**src/rtl/manch_err_tx.sv**
```systemverilog
module manch_err_tx #(
  parameter int TICK_DIV = 4,
  parameter int DEPTH    = 8,
  parameter int AW       = $clog2(DEPTH),
  parameter int CW       = AW + 2
) (
  input  logic              clk,
  input  logic              rst_n,
  input  logic              wr_en,
  input  logic [AW-1:0]     wr_addr,
  input  logic [15:0]       wr_data,
  input  logic              wr_dsync,
  input  logic [CW-1:0]     msg_len,
  input  logic signed [5:0] wc_adj,
  input  logic [CW-1:0]     bc_word,
  input  logic signed [2:0] bc_adj,
  input  logic [1:0]        gap_sel,
  input  logic [1:0]        err_mode,
  input  logic [CW-1:0]     err_word,
  input  logic [5:0]        err_start,
  input  logic [2:0]        err_width,
  input  logic              start,
  output logic              busy,
  output logic              done,
  output logic              line_hi,
  output logic              line_lo
);
  localparam int DIVW = $clog2(TICK_DIV);

  logic [15:0] mem_d [DEPTH];
  logic        mem_s [DEPTH];

  always_ff @(posedge clk)
    if (wr_en) begin
      mem_d[wr_addr] <= wr_data;
      mem_s[wr_addr] <= wr_dsync;
    end

  logic [CW:0]        r_tot, widx;
  logic [CW-1:0]      r_bcw, r_ew;
  logic signed [2:0]  r_bca;
  logic [1:0]         r_gap, r_mode;
  logic [5:0]         r_es, hpos;
  logic [2:0]         r_wid, gcnt;
  logic               in_gap;
  logic [DIVW-1:0]    div;

  logic signed [CW+1:0] eff;
  assign eff = $signed({2'b00, msg_len}) + (CW+2)'(wc_adj);

  logic [5:0]  nh;
  logic [15:0] cur_d;
  logic        cur_s, bitv, lvl, drv, hit, glitch, inv;
  logic [4:0]  bidx;
  logic [2:0]  wid6;

  assign nh    = (widx == {1'b0, r_bcw}) ? 6'(7'd40 + {{3{r_bca[2]}}, r_bca, 1'b0}) : 6'd40;
  assign cur_d = mem_d[widx[AW-1:0]];
  assign cur_s = mem_s[widx[AW-1:0]];
  assign bidx  = 5'((hpos - 6'd6) >> 1);
  assign bitv  = (bidx < 5'd16) ? cur_d[4'd15 - bidx[3:0]] : (bidx == 5'd16) ? ~(^cur_d) : 1'b0;
  assign lvl   = (hpos < 6'd6) ? (cur_s ? (hpos >= 6'd3) : (hpos < 6'd3)) : (hpos[0] ? ~bitv : bitv);
  assign wid6  = (r_wid > 3'd6) ? 3'd6 : r_wid;
  assign hit   = (widx == {1'b0, r_ew}) && ({1'b0, hpos} >= {1'b0, r_es})
                 && ({1'b0, hpos} < {1'b0, r_es} + 7'(wid6));
  assign glitch = hit && (r_mode == 2'd1);
  assign inv    = hit && (r_mode == 2'd2);
  assign drv    = busy && !in_gap && !glitch;
  assign line_hi = drv && (lvl ^ inv);
  assign line_lo = drv && !(lvl ^ inv);

  always_ff @(posedge clk or negedge rst_n)
    if (!rst_n) begin
      busy <= 1'b0; done <= 1'b0; in_gap <= 1'b0; div <= '0;
      widx <= '0; hpos <= '0; gcnt <= '0; r_tot <= '0;
      r_bcw <= '0; r_bca <= '0; r_gap <= '0; r_mode <= '0;
      r_ew <= '0; r_es <= '0; r_wid <= '0;
    end else begin
      done <= 1'b0;
      if (!busy) begin
        if (start) begin
          r_tot <= eff[CW:0]; r_bcw <= bc_word; r_bca <= bc_adj; r_gap <= gap_sel;
          r_mode <= err_mode; r_ew <= err_word; r_es <= err_start; r_wid <= err_width;
          div <= '0; widx <= '0; hpos <= '0; in_gap <= 1'b0; gcnt <= '0;
          if (eff > 0) busy <= 1'b1;
          else done <= 1'b1;
        end
      end else if (div == DIVW'(TICK_DIV - 1)) begin
        div <= '0;
        if (in_gap) begin
          if (gcnt == 3'({r_gap, 1'b0} - 3'd1)) begin
            in_gap <= 1'b0; widx <= widx + 1'b1; hpos <= '0;
          end else gcnt <= gcnt + 3'd1;
        end else if (hpos == nh - 6'd1) begin
          if (widx == r_tot - 1'b1) begin
            busy <= 1'b0; done <= 1'b1;
          end else if (r_gap != 2'd0) begin
            in_gap <= 1'b1; gcnt <= '0;
          end else begin
            widx <= widx + 1'b1; hpos <= '0;
          end
        end else hpos <= hpos + 6'd1;
      end else div <= div + 1'b1;
    end

  AST_IDLE_WHEN_FREE: assert property (@(posedge clk) disable iff (!rst_n)
    !busy |-> (!line_hi && !line_lo));
  AST_NO_DOUBLE_DRIVE: assert property (@(posedge clk) disable iff (!rst_n)
    !(line_hi && line_lo));
  AST_DONE_SINGLE: assert property (@(posedge clk) disable iff (!rst_n)
    done |=> !done);
  AST_DONE_NOT_BUSY: assert property (@(posedge clk) disable iff (!rst_n)
    done |-> !busy);
  AST_HALF_BIT_HOLD: assert property (@(posedge clk) disable iff (!rst_n)
    (busy && $past(busy) && div != '0) |-> ($stable(line_hi) && $stable(line_lo)));
  AST_BUSY_HOLDS_START: assert property (@(posedge clk) disable iff (!rst_n)
    (busy && start) |=> (busy || done));
endmodule

```
**config.mk**
```make
export PLATFORM = sky130hd
export DESIGN_NAME = manch_err_tx
export DESIGN_NICKNAME = d
export VERILOG_FILES = /design/src/rtl/manch_err_tx.sv
export SDC_FILE = /design/constraint.sdc
export NUM_CORES = 1
export LEC_CHECK = 0
export BUFFER_PORTS_ARGS = -buffer_cell sky130_fd_sc_hd__buf_4
export CAP_MARGIN = 10
export CORE_MARGIN = 3
export CORE_UTILIZATION = 25
export DETAILED_ROUTE_END_ITERATION = 7
export PLACE_DENSITY = 0.39
export SETUP_SLACK_MARGIN = 0.05
export SYNTH_ARGS = -nofsm -noshare
export SYNTH_HDL_FRONTEND = slang
export SYNTH_SLANG_ARGS = --single-unit
```
**constraint.sdc**
```tcl
create_clock -name clk -period 10.6 [get_ports clk]
set_clock_uncertainty 0.1 [all_clocks]
set_input_delay 2.12 -clock clk [delete_from_list [all_inputs] [get_ports clk]]
set_output_delay 2.12 -clock clk [all_outputs]
set_load 0.005 [all_outputs]
```
==> results.md, run 1 <==
- Status: finished clean
- Post-detailed-route wirelength per cell: 17.7 um
- WL final: around 22000 um
- DR vias: 5499
- Net Switching: 0.915 mW
- Area of the mapped netlist: 9080 um^2
- Clk pin slew, worst setup/hold paths: 80 ps
- Syn_area_per_cell: about 13 um^2
- Fill cells: about 3600
- Worst EP required: around 8400 ps
- Post-Syn Instances: 700
- Commonest non-fill, non-tap cells in the layout: 136 x edfxtp_1, 103 x nand2_1, 78 x buf_4
- Antenna viol nets, final: 0
- Post-DP HPWL: ~14000 um
- Final core utilization: roughly 30%
- CTS H-tree lvls: 4
- GRT Total Usage: between 10% and 20%
- Clock Latency Late Sink: 450 ps
- Post-route cell area: 10700 um^2
- Logic pwr share: 36.7%
- Synth async-reset ratio: 27.7%
- Die area: 38700 um^2
- Maximum vdd drop: between 100 and 150 uV
- Syn nets: 791
- Type of the tightest min-delay check: flop to flop
- Fin Hold WS: roughly 380 ps
- Post-CTS Setup Bufs: 0
- PD cells: approximately 240 nW/um^2
- Area occupied by multi-input gates: 3450 um^2
- Leak Pwr: 4.13 nW
- Slew at the pin closest to its max-slew limit: 780 ps
- Final net count: roughly 850
- Layout Cells excl Fill: around 1200
- Post-synth EDFFs: 136
- Max-cap check violation count: 0
- Vias/cell: approximately 4.4
- CTS resizes: 0
- Number of synthesized register bits: 188
- Slew HR: 48.0%
- CTS root buffer: clkbuf_16
- Ports: 65
- Pin count of the biggest net entering global routing: 53
- Num CTS Buffers: 17
- Final Total Pwr: 2.59 mW
- CP Capture Type: output pin
- Post-placement worst setup slack: roughly 4200 ps
- Clk pwr share: about a quarter
- Kind of critical path: flop to output pin
- Initial DRT Pass Iterations: 5
- CTS tree: built
- Distinct cells, synth: 67
- Crit path max fanout: 45
- DRC: 0
- Number of global-route vias before repair: about 5700
- Register area: 5390 um^2
- Ant diodes: 0
- Flop pwr share: 38.0%
- Final Hold Viols: 0
- Area Growth Syn to Fin: 17.5%
- Most used DFF post-synth: edfxtp_1
- Yosys warnings: 0
- CP startpoint kind: flop
- Total clock sinks: 188
- GP Congestion: 0.715
- Max-slew violations: 0
- Share of post-route cells with drive strength above 1: 19.2%
- Critical path arrival: 4560 ps
- P_int: 1.68 mW
- Most common cell after layout, fill and taps aside: edfxtp_1
- FMAX: 147 MHz
- Period utilisation layout: 64.0%
- Row count: 69
- Final WS setup: 3820 ps
- Gr ovfl total: 0
- DP Area: ~10000 um^2
- Die height: 197 um
- Port-buffer cells: 64
- Min cycle time layout: 6780 ps
- DRT iter0 DRCs: between 200 and 300
- Final Setup Violations: 0
- Setup TNS: 0 ps
- Antenna violations before repair: 0
- Die Wd: between 150 and 200 um
- Bufs on Longest Clock Path: 2
- Switch share: 35.3%
- Hold buffers post-CTS: 0
- Placed Instances: 1204
- Starting Density: between 20 and 30%
- Core area: 35700 um^2
- Seq/Total Area, Yosys: 59.3%
- RSZ-0062 raised after global routing: no
- First-pass GRT wire length: 34700 um
## layer usage
metal | share of wire (%) | GRT usage (%)
met4 | 0.80 | 2.46
met5 | 0 | 0
met3 | 2.8 | 2.63
met1 | 50 | 17.1
met2 | 46 | 18.3
## synth_stat cells (3+ instances only)
cell	instances	area, um^2
a22oi_1	11	82.6
nand3_1	12	60.1
nand2_1	103	387
nor3b_1	3	22.5
nand4_1	6	37.5
o22ai_1	5	31.3
nor3_1	11	55.1
dfrtp_1	52	1300
buf_2	4	20.0
a22o_1	4	35.0
edfxtp_1	136	4080
mux4_2	12	270
mux4_1	5	131
o21ai_0	30	150
inv_1	19	71.3
a21oi_1	9	45.0
xnor2_1	29	254
o221ai_1	4	35.0
nor2b_1	8	50.1
buf_6	3	33.8
ha_1	28	350
nor2_1	43	161
xor2_1	22	193
clkbuf_1	21	78.8
nand2b_1	14	87.6
mux2_2	9	101
a21o_1	13	97.6
o211a_1	3	30.0
buf_1	3	11.3
mux2i_1	31	310
## power by group through the flow
stage,sequential (mW),combinational (mW),clock [mW]
2_1_floorplan,0.950,0.785,0
3_3_place_gp,1.01,0.965,0
3_5_place_dp,1.00,0.965,0
4_1_cts,0.989,0.974,0.678
5_1_grt,1.01,1.06,0.709
6_report,0.985,0.951,0.655
## kinds of logic after synthesis
logic type                 synth area share [%]
AOI/OAI and AO/OA                          7.91
adders and majority gates                  4.30
DFF                                        59.3
and+or+nand+nor                            10.4
xor gates and xnor gates                   5.68
buffers and inverters                      3.06
muxes                                      9.35
## final timing paths
kind	start	endpoint	slack (ps)	depth (start not counted)
max	widx[0]$_DFFE_PN0P_	line_hi	3820	12
min	r_wid[0]$_DFFE_PN0P_	r_wid[0]$_DFFE_PN0P_	380	2
max reg2reg	widx[0]$_DFFE_PN0P_	widx[5]$_DFFE_PN0P_	5830	14
min reg2reg	r_wid[0]$_DFFE_PN0P_	r_wid[0]$_DFFE_PN0P_	380	2
max in group asynchronous	rst_n	widx[0]$_DFFE_PN0P_	8240	1
min in group asynchronous	rst_n	r_wid[1]$_DFFE_PN0P_	1620	1
## state kept, by name, summed over array words and instances, names as in the netlist, 5 cells and up
register  count
mem_d       128
hpos          6
mem_s         8
r_es          6
r_ew          5
widx          6
r_bcw         5
r_tot         6
## final cells by class
class | instances | area share [%]
repair buffers | 78 | 5.49
clock buffers | 17 | 3.99
inverters | 19 | 0.668
flip-flops and latches | 188 | 50.5
well taps | 461 | 5.41
multi-input cells | 458 | 32.3
clock inverters | 15 | 1.65
## worst max-delay path, stage by stage (launching register included)
cell	delay [ps]
dfrtp_4	590
buf_4	670
mux4_1	640
mux2i_1	280
xor2_1	200
xnor3_1	240
xnor3_2	250
xnor3_1	380
o221ai_1	200
nand2b_2	220
a21bo_1	210
o31ai_1	60
buf_4	150
Power figures use the tool's default switching activity.
==> run 2: changes to the inputs <==
==> constraint.sdc (replaced) <==
create_clock -name clk -period 6.9 [get_ports clk]
set_clock_uncertainty 0.1 [all_clocks]
set_input_delay 1.38 -clock clk [delete_from_list [all_inputs] [get_ports clk]]
set_output_delay 1.38 -clock clk [all_outputs]
set_load 0.005 [all_outputs]
==> run 2 against run 1 <==
Effect of this change: via count decreased by 1.1%; wire length down 0.58%; combinational power grew 47%; sequential share of layout area grew 0.054 points; clock-buffer cell count did not move; critical path depth decreased by 1; sequential power is 59% higher; global-route usage is 0.16 points lower; cell count is the same; final area decreased by 0.11%; setup slack got worse by 2500 ps; register-to-register slack got worse by 3200 ps.
==> results.md, run 2 (synthesis gave the netlist of run 1 again) <==
- Status: finished clean (unchanged)
- DP Area: 10100 um^2 (unchanged)
- Die area: 38700 um^2 (unchanged)
- Final net count: 853 (unchanged)
- Crit path max fanout: 40 (was 45)
- Type of the tightest min-delay check: flop to flop (unchanged)
- Worst EP required: 5420 ps (was 8380 ps)
- Row count: 69 (unchanged)
- Antenna violations before repair: 0 (unchanged)
- Biggest registers after layout: mem_d: 128 flops, mem_s: 8 flops (unchanged)
- Max reg flops: 128 (unchanged)
- Maximum vdd drop: 180 uV (was 129 uV)
- RSZ-0062 raised after global routing: no (unchanged)
- CTS resizes: 0 (unchanged)
- Core area: 35700 um^2 (unchanged)
- Pin count of the biggest net entering global routing: 53 (unchanged)
- Number of global-route vias before repair: 5845 (was 5736)
- Slew at the pin closest to its max-slew limit: 843 ps (was 780 ps)
- Crit path max-delay family: XOR/XNOR gates (unchanged)
- Hold buffers post-CTS: 0 (unchanged)
- Post-placement worst setup slack: 1680 ps (was 4210 ps)
- Gr ovfl total: 0 (unchanged)
- DR vias: 5440 (was 5499)
- Antenna viol nets, final: 0 (unchanged)
- Max-cap check violation count: 0 (unchanged)
- Final core utilization: 29.9% (about the same)
- First-pass GRT wire length: 34500 um (was 34700 um)
- Vias/cell: 4.40 (was 4.45)
- Final Setup Violations: 0 (unchanged)
- Final WS setup: 1280 ps (was 3820 ps)
- Ant diodes: 0 (unchanged)
- Kind of critical path: flop to output pin (unchanged)
- Critical path arrival: 4140 ps (was 4560 ps)
- Layout Cells excl Fill: 1236 (unchanged)
- Num CTS Buffers: 17 (unchanged)
- DRC: 0 (unchanged)
- Share of post-route cells with drive strength above 1: 19.4% (was 19.2%)
- CTS H-tree lvls: 4 (unchanged)
- CP Cell Sequence: mux4_1 > mux2i_1 > xor2_1 > xnor3_1 > xnor3_2 > xnor3_1 > o221ai_1 > nand2b_2 > a21bo_1 > o31ai_1 > buf_4 (was buf_4 > mux4_1 > mux2i_1 > xor2_1 > xnor3_1 > xnor3_2 > xnor3_1 > o221ai_1 > nand2b_2 > a21bo_1 > o31ai_1 > buf_4)
- Slew HR: 43.7% (was 48.0%)
- DRT iter0 DRCs: 286 (was 279)
- Bufs on Longest Clock Path: 2 (unchanged)
- Starting Density: 25.5% (unchanged)
- FMAX: ~180 MHz
- Min cycle time layout: around 5600 ps
- Max-slew violations: 0 (unchanged)
- Post-CTS Setup Bufs: 0 (unchanged)
- GP Congestion: 0.716 (was 0.715)
- PD cells: 371 nW/um^2 (was 243 nW/um^2)
- GRT Total Usage: 11.6% (was 11.8%)
- CP startpoint kind: flop (unchanged)
- WL final: 21800 um (was 21900 um)
- Ports: 65 (unchanged)
- WP buf/inv: 1 (was 2)
- Port-buffer cells: 64 (unchanged)
- CTS tree: built (unchanged)
- CP Capture Type: output pin (unchanged)
- Final Hold Viols: 0 (unchanged)
- Total clock sinks: 188 (unchanged)
- Commonest non-fill, non-tap cells in the layout: 136 x edfxtp_1, 103 x nand2_1, 78 x buf_4 (unchanged)
- Clock Latency Late Sink: 440 ps (was 450 ps)
- Die Wd: 197 um (unchanged)
- Setup TNS: 0 ps (unchanged)
- Area Growth Syn to Fin: 17.4% (was 17.5%)
- Most common cell after layout, fill and taps aside: edfxtp_1 (unchanged)
- CTS root buffer: clkbuf_16 (unchanged)
- Placed Instances: 1204 (unchanged)
- Fin Hold WS: 384 ps (was 380 ps)
- Final Total Pwr: 3.96 mW (was 2.59 mW)
- Slowest stage delay, CP: 900 ps (was 670 ps)
- Largest reg by FF count: mem_d (unchanged)
- Period utilisation layout: 81.5%
- Leak Pwr: 4.12 nW (was 4.13 nW)
- Post-route cell area: 10700 um^2 (about the same)
- Slowest cell on the critical path: dfrtp_4 (was buf_4)
- Post-DP HPWL: 14500 um (was 14300 um)
- Clk pin slew, worst setup/hold paths: 70 ps (was 80 ps)
- Initial DRT Pass Iterations: 4 (was 5)
- Die height: 197 um (unchanged)
- CP dominant cell by count: xnor3_1
- Post-detailed-route wirelength per cell: 17.6 um (was 17.7 um)
-- run 2: changes by cell type in the layout (fill, tap and decap cells not counted) --
cell	delta
clkinv_4	+4
clkinv_8	-2
inv_6	-2
clkinv_1	-1
clkinvlp_4	+1
-- run 2: area by class of cell --
cell class | instances | area (um^2)
fill | 3604 | 25000
sequential | 188 | 5390
multi-input combinational | 458 | 3450
timing repair buffer | 78 | 586
tap | 461 | 577
clock buffer | 17 | 425
clock inverter | 15 | 165
inverter | 19 | 71.3
-- run 2: worst paths after layout --
check	startpoint	to	slack, ps	cells after the start
max	widx[0]$_DFFE_PN0P_	line_hi	1280	11
min	r_wid[0]$_DFFE_PN0P_	r_wid[0]$_DFFE_PN0P_	380	2
max reg2reg	widx[0]$_DFFE_PN0P_	widx[5]$_DFFE_PN0P_	2610	13
min reg2reg	r_wid[0]$_DFFE_PN0P_	r_wid[0]$_DFFE_PN0P_	380	2
max in group asynchronous	rst_n	widx[0]$_DFFE_PN0P_	5230	1
min in group asynchronous	rst_n	r_wid[1]$_DFFE_PN0P_	890	1
-- run 2: layer usage --
layer	vias to the layer above	track usage, %	routed length, um
met5	-	0	0
met4	0	2.88	217
met2	79	18.3	9800
met3	17	2.26	671
li1	2675	-	-
met1	2669	16.7	11100
-- run 2: worst register-to-register path: cells and delay by family (launching register included) --
family / cells / cell delay (ps)
xor+xnor: 3 / 450
fa+ha+maj: 2 / 530
simple gates: 6 / 1610
flops: 1 / 900
compound gates: 2 / 580
-- run 2: where the power goes --
group,internal (mW),total [mW],switching [mW]
logic,0.720,1.40,0.682
clock network,0.489,0.992,0.503
registers,1.36,1.57,0.207
